`config.mk`:
```
export PLATFORM = sky130hd
export DESIGN_NAME = crc16w_engine
export DESIGN_NICKNAME = d
export VERILOG_FILES = /design/src/rtl/crc16w_pkg.sv /design/src/rtl/crc16w_word_step.sv /design/src/rtl/crc16w_core.sv /design/src/rtl/crc16w_tx_mux.sv /design/src/rtl/crc16w_engine.sv
export SDC_FILE = /design/constraint.sdc
export NUM_CORES = 1
export LEC_CHECK = 0
export BUFFER_PORTS_ARGS = -buffer_cell sky130_fd_sc_hd__buf_2
export CORE_AREA = 2 2 89 91
export DETAILED_ROUTE_END_ITERATION = 16
export DIE_AREA = 0 0 91 93
export GPL_TIMING_DRIVEN = 0
export PLACE_DENSITY = 0.75
export SLEW_MARGIN = 20
export SYNTH_ARGS = -nofsm -noshare
export SYNTH_HDL_FRONTEND = slang
export SYNTH_SLANG_ARGS = --single-unit
```
`constraint.sdc`:
```
create_clock -name clk -period 3.6 [get_ports clk]
set_clock_uncertainty 0.05 [all_clocks]
set_input_delay 0.18 -clock clk [delete_from_list [all_inputs] [get_ports clk]]
set_output_delay 0.18 -clock clk [all_outputs]
set_load 0.05 [all_outputs]
```
`src/rtl/crc16w_pkg.sv`:
```
package crc16w_pkg;

    parameter int CRC_W  = 16;
    parameter int WORD_W = 32;
    localparam int BYTE_W = 8;
    localparam int BYTES  = WORD_W / BYTE_W;
    parameter logic [CRC_W-1:0] POLY = 16'h1021;

    typedef logic [CRC_W-1:0]  crc_t;
    typedef logic [WORD_W-1:0] word_t;
    typedef logic [BYTE_W-1:0] byte_t;

    typedef enum logic {
        ORDER_HIGH_FIRST = 1'b0,
        ORDER_LOW_FIRST  = 1'b1
    } byte_order_e;

    typedef struct packed {
        logic        enable;
        crc_t        init_value;
        byte_order_e order;
    } crc_cfg_t;

    typedef struct packed {
        logic init;
        logic calc;
        logic use_crc;
        logic upd_dout;
        logic pop;
        logic push;
    } crc_ctl_t;

    // One byte through the shift register, MSB first, no reflection.
    function automatic crc_t crc_byte_step(crc_t cur, byte_t din);
        crc_t r;
        r = cur ^ {din, {(CRC_W-BYTE_W){1'b0}}};
        for (int i = 0; i < BYTE_W; i++) begin
            r = r[CRC_W-1] ? ((r << 1) ^ POLY) : (r << 1);
        end
        return r;
    endfunction

    // Byte number idx (0 = first to enter) of a word under the chosen order.
    function automatic byte_t byte_pick(word_t w, int idx, byte_order_e ord);
        if (ord == ORDER_HIGH_FIRST)
            return w[WORD_W-1-BYTE_W*idx -: BYTE_W];
        else
            return w[BYTE_W*idx +: BYTE_W];
    endfunction

endpackage

```
`src/rtl/crc16w_word_step.sv`:
```
module crc16w_word_step
    import crc16w_pkg::*;
(
    input  crc_t        crc_in,
    input  word_t       word_in,
    input  byte_order_e order,
    output crc_t        crc_out
);
    crc_t chain [0:BYTES];

    assign chain[0] = crc_in;

    for (genvar g = 0; g < BYTES; g++) begin : g_byte
        assign chain[g+1] = crc_byte_step(chain[g], byte_pick(word_in, g, order));
    end

    assign crc_out = chain[BYTES];
endmodule

```
`src/rtl/crc16w_core.sv`:
```
module crc16w_core
    import crc16w_pkg::*;
#(
    parameter crc_t RESET_VALUE = 16'hFFFF
) (
    input  logic     clk,
    input  logic     rst,
    input  crc_cfg_t cfg,
    input  crc_ctl_t ctl,
    input  word_t    tx_word,
    input  word_t    rx_word,
    output crc_t     crc_q,
    output logic     received_q,
    output logic     match_q
);
    logic  do_init;
    logic  do_capture;
    logic  do_absorb;
    word_t absorb_word;
    crc_t  crc_next;

    always_comb begin
        do_init     = cfg.enable & ctl.init;
        do_capture  = cfg.enable & ctl.use_crc & ctl.push;
        do_absorb   = cfg.enable & ctl.calc & (ctl.pop | ctl.push) & ~ctl.use_crc;
        absorb_word = ctl.pop ? tx_word : rx_word;
    end

    crc16w_word_step i_step (
        .crc_in  (crc_q),
        .word_in (absorb_word),
        .order   (cfg.order),
        .crc_out (crc_next)
    );

    always_ff @(posedge clk) begin
        if (rst) begin
            crc_q      <= RESET_VALUE;
            received_q <= 1'b0;
            match_q    <= 1'b0;
        end else if (do_init) begin
            crc_q      <= cfg.init_value;
            received_q <= 1'b0;
            match_q    <= 1'b0;
        end else begin
            if (do_absorb) begin
                crc_q <= crc_next;
            end
            if (do_capture) begin
                received_q <= 1'b1;
                match_q    <= (rx_word[CRC_W-1:0] == crc_q);
            end
        end
    end
endmodule

```
`src/rtl/crc16w_tx_mux.sv`:
```
module crc16w_tx_mux
    import crc16w_pkg::*;
(
    input  logic  substitute,
    input  crc_t  crc,
    input  word_t payload,
    output word_t bus_out
);
    localparam int PAD_W = WORD_W - CRC_W;

    always_comb begin
        if (substitute)
            bus_out = {{PAD_W{1'b0}}, crc};
        else
            bus_out = payload;
    end
endmodule

```
`src/rtl/crc16w_engine.sv`:
```
module crc16w_engine
    import crc16w_pkg::*;
(
    input  logic        clk,
    input  logic        rst,
    input  logic        cfg_enable,
    input  logic [15:0] cfg_init_value,
    input  logic        cfg_lsb_first,
    input  logic        strb_init,
    input  logic        strb_calc,
    input  logic        strb_use_crc,
    input  logic        strb_upd_dout,
    input  logic        xfer_pop,
    input  logic        xfer_push,
    input  logic [31:0] tx_data_in,
    input  logic [31:0] rx_data_in,
    output logic [31:0] tx_data_out,
    output logic [15:0] crc_value,
    output logic        crc_received,
    output logic        crc_match
);
    crc_cfg_t cfg;
    crc_ctl_t ctl;
    logic     substitute;

    always_comb begin
        cfg.enable     = cfg_enable;
        cfg.init_value = cfg_init_value;
        cfg.order      = cfg_lsb_first ? ORDER_LOW_FIRST : ORDER_HIGH_FIRST;
        ctl.init       = strb_init;
        ctl.calc       = strb_calc;
        ctl.use_crc    = strb_use_crc;
        ctl.upd_dout   = strb_upd_dout;
        ctl.pop        = xfer_pop;
        ctl.push       = xfer_push;
        substitute     = cfg_enable & strb_use_crc & strb_upd_dout;
    end

    crc16w_core #(.RESET_VALUE(16'hFFFF)) i_core (
        .clk        (clk),
        .rst        (rst),
        .cfg        (cfg),
        .ctl        (ctl),
        .tx_word    (tx_data_in),
        .rx_word    (rx_data_in),
        .crc_q      (crc_value),
        .received_q (crc_received),
        .match_q    (crc_match)
    );

    crc16w_tx_mux i_mux (
        .substitute (substitute),
        .crc        (crc_value),
        .payload    (tx_data_in),
        .bus_out    (tx_data_out)
    );
endmodule

```
==> results.cfg <==
[worst_setup_path]
cpLargestDelayFamily = XOR/XNOR gates
crit_arrival_ns = 3.50
cp.required_ns = 3.69
crit_type = in2reg
cpMaxStageDelayCell = mux4_2
max_stage_delay_ns = 0.55
start_kind = primary input
crit_buf_inv = 2
worst_r2r_path_depth = 7
path_cells = buf_6 -> buf_6 -> mux4_2 -> xor2_1 -> xnor3_2 -> xnor3_2 -> xnor3_1 -> xnor3_1 -> mux2i_1 -> nand3_1
r2r_slack_ns = 0.43
crit_fanout = 10
worstSetupEndpointType = flip-flop
r2r_end = i_core.crc_q[5]
r2r-start = i_core.crc_q[10]

[finish]
area_delta_synth_final_pct = 26.1
nNetsFinal = 518
diodes = 0
drive_gt1_frac = 0.481
final_core_util = 0.553
fill_cells = 721

[yosys]
ys_ff_latch = 18
synth_top_family_by_area = XOR/XNOR gates
yosys.area_share.adder = 0
ys_seq_area_frac = 0.109
synth_simple_gate_area_frac = 0.103
syn_nets = 375
ys_types = 38
synth_edf_count = 0
avgSynthCellArea_sq_um = 11.6
synthMuxAreaShare = 0.291
ys_warn_count = 0
synthArstFlopShare = 0
postSynthCellCount = 285
synth-main-ff-cell = dfxtp_1
synth_area_sq_um = 3300
synth_compound_area_frac = 0.0512
synthXorXnorAreaFrac = 0.413

[status]
status = finished clean

[min_path]
hold_path_depth = 2
worstHoldStart = cfg_init_value[15]
hold_path_end = i_core.crc_q[15]
hp-class = in2reg

[power]
p_leak_nw = 1.89
peakVddDrop_mv = 1.08
clockPowerShare = 0.024
powerDensity_nw_per_um2 = 1400
comb_power_share = 0.914
p_int_mw = 3.35
swShare = 0.426
power_frac_seq = 0.062
p_sw_mw = 2.49
p_total_mw = 5.84

[clock_network]
cts_tree = done
cts_max_path_buffers = 2
post-cts-setup-buffer-count = 0
cts_sinks = 18
cts_resized = 0
htreeDepth = 1
clk_pin_slew_ns = 0.07
hold_buffers = 0
cts_root_buf = clkbuf_8
clk_latency_ns = 0.25
numCtsBuffers = 3

[placed_design]
io_buffer_count = 138
gp_congestion = 0.891
dp_hpwl_um = 8650

[drt]
drc = 0
firstDrtPassIters = 4
ant_nets = 0
wl_um = 10500
drt_iter0_markers = 218
vias = 2994
vias_per_cell = 5.67
wl_per_cell_um = 19.9

[die]
die_area_sq_um = 8460
die_x_um = 91
rows = 32
die_h_um = 93
num_io_pins = 140
core_sq_um = 7530
start_util = 0.438

[global_route]
grt_pass1_vias = 3020
grt_antenna_before_repair = 0
grt-ovfl-total = 0
grtUsageTotal = 0.243
grt_pass1_wl_um = 15900
grt_max_degree = 11

[timing]
post-route-min-period_ns = 3.40
grt_setup_unrepaired = no
drv_slew = 0
holdWs_ns = 0.0875
worst_pin_slew_ns = 0.702
timing.setup.tns_ns = 0
fmax_mhz = 294
max_slew_margin = 0.529
finalCritPeriodShare = 0.946
hold_violations = 0
setup_violations = 0

[flow_run]
max-cap-violations = 0
sequential cells by signal, summed over array words and instances, names as in the netlist:
| register | count |
|---|---|
| i_core.crc_q | 16 |
| i_core.match_q | 1 |
| i_core.received_q | 1 |
through the flow:
stage | instances | worst slack (ns) | area, sq um
floorplan | 285 | 0.388 | 3300
global placement | 525 | 0.0162 | 4120
global route | 528 | 0.0536 | 4160
finish | 528 | 0.195 | 4160
detailed placement | 525 | -0.0254 | 4120
CTS | 528 | 0.216 | 4160
area by class of cell:
class,instances,area [sq um],area share
flip-flops and latches,18,360,0.0866
repair buffers,138,691,0.166
well taps,102,128,0.0307
plain buffers,16,106,0.0256
inverters,1,3.75,0.000903
multi-input cells,250,2830,0.680
clock buffers,3,41.3,0.00993
cell usage after synthesis (2+ instances only):
cell	count	share of area
a211oi_1	2	0.0045
a21oi_1	5	0.0076
a31oi_1	5	0.0095
and2_1	18	0.034
buf_2	3	0.0045
buf_6	3	0.010
clkbuf_1	8	0.0091
dfxtp_1	18	0.11
mux2_2	16	0.055
mux2i_1	7	0.021
mux4_1	3	0.024
mux4_2	28	0.19
nand2_1	16	0.018
nand3_1	7	0.011
nor2_1	9	0.010
nor3_1	7	0.011
nor4_1	5	0.0095
o211ai_1	5	0.011
o21ai_0	4	0.0061
or3_1	3	0.0057
xnor2_1	34	0.090
xnor2_2	5	0.025
xnor2_4	2	0.017
xnor3_1	19	0.13
xnor3_2	4	0.029
xor2_1	35	0.093
xor3_1	3	0.022
worst reg2reg max path: stages (launching register included):
cell	delay [ns]
dfxtp_1	0.52
xor3_1	0.51
xnor3_2	0.45
xnor3_2	0.50
xnor3_1	0.41
xnor3_1	0.31
mux2i_1	0.22
nand3_1	0.08
layer usage:
metal | track usage | up-vias | routed length (um)
met3 | 0.0395 | 16 | 688
met2 | 0.446 | 158 | 5450
li1 | - | 1356 | -
met5 | 0 | - | 0
met1 | 0.302 | 1464 | 4160
met4 | 0.0480 | 0 | 176
cells in the final DEF (no fill, tap or decap), types with 2 or more instances in the layout:
cell	count
clkbuf_1	8
dfxtp_1	18
mux2i_1	7
buf_2	141
nand3_1	7
xnor2_1	34
mux2_2	16
nor2_1	9
xnor3_1	19
xnor2_4	2
xnor2_2	5
a21oi_1	5
or3_1	3
and2_1	18
xor2_1	35
mux4_1	3
nand2_1	16
xnor3_2	4
nor4_1	5
a31oi_1	5
a211oi_1	2
nor3_1	7
o211ai_1	5
clkbuf_8	3
buf_6	3
o21ai_0	4
mux4_2	28
xor3_1	3
how the worst max path moves through the flow:
stage / from / endpoint / slack, ns / cells after the start
floorplan: xfer_pop / i_core.crc_q[5] / 0.39 / 10
global placement: xfer_pop / i_core.crc_q[5] / 0.02 / 10
detailed placement: xfer_pop / i_core.crc_q[5] / -0.03 / 10
CTS: xfer_pop / i_core.crc_q[5] / 0.22 / 10
global route: xfer_pop / i_core.crc_q[5] / 0.05 / 10
finish: xfer_pop / i_core.crc_q[5] / 0.20 / 10
power groups by stage:
| stage | clock network [mW] | registers [mW] | logic [mW] |
|---|---|---|---|
| after CTS | 0.141 | 0.362 | 5.31 |
| after floorplan | 0 | 0.485 | 4.30 |
| after global placement | 0 | 0.366 | 5.22 |
| after detailed placement | 0 | 0.365 | 5.27 |
| after global routing | 0.149 | 0.368 | 5.57 |
| final | 0.139 | 0.362 | 5.34 |
cell families after synthesis:
family / Yosys count
buf+inv: 17
compound gates: 26
flops: 18
xor+xnor: 103
simple gates: 67
mux: 54
Power figures use the tool's default switching activity.
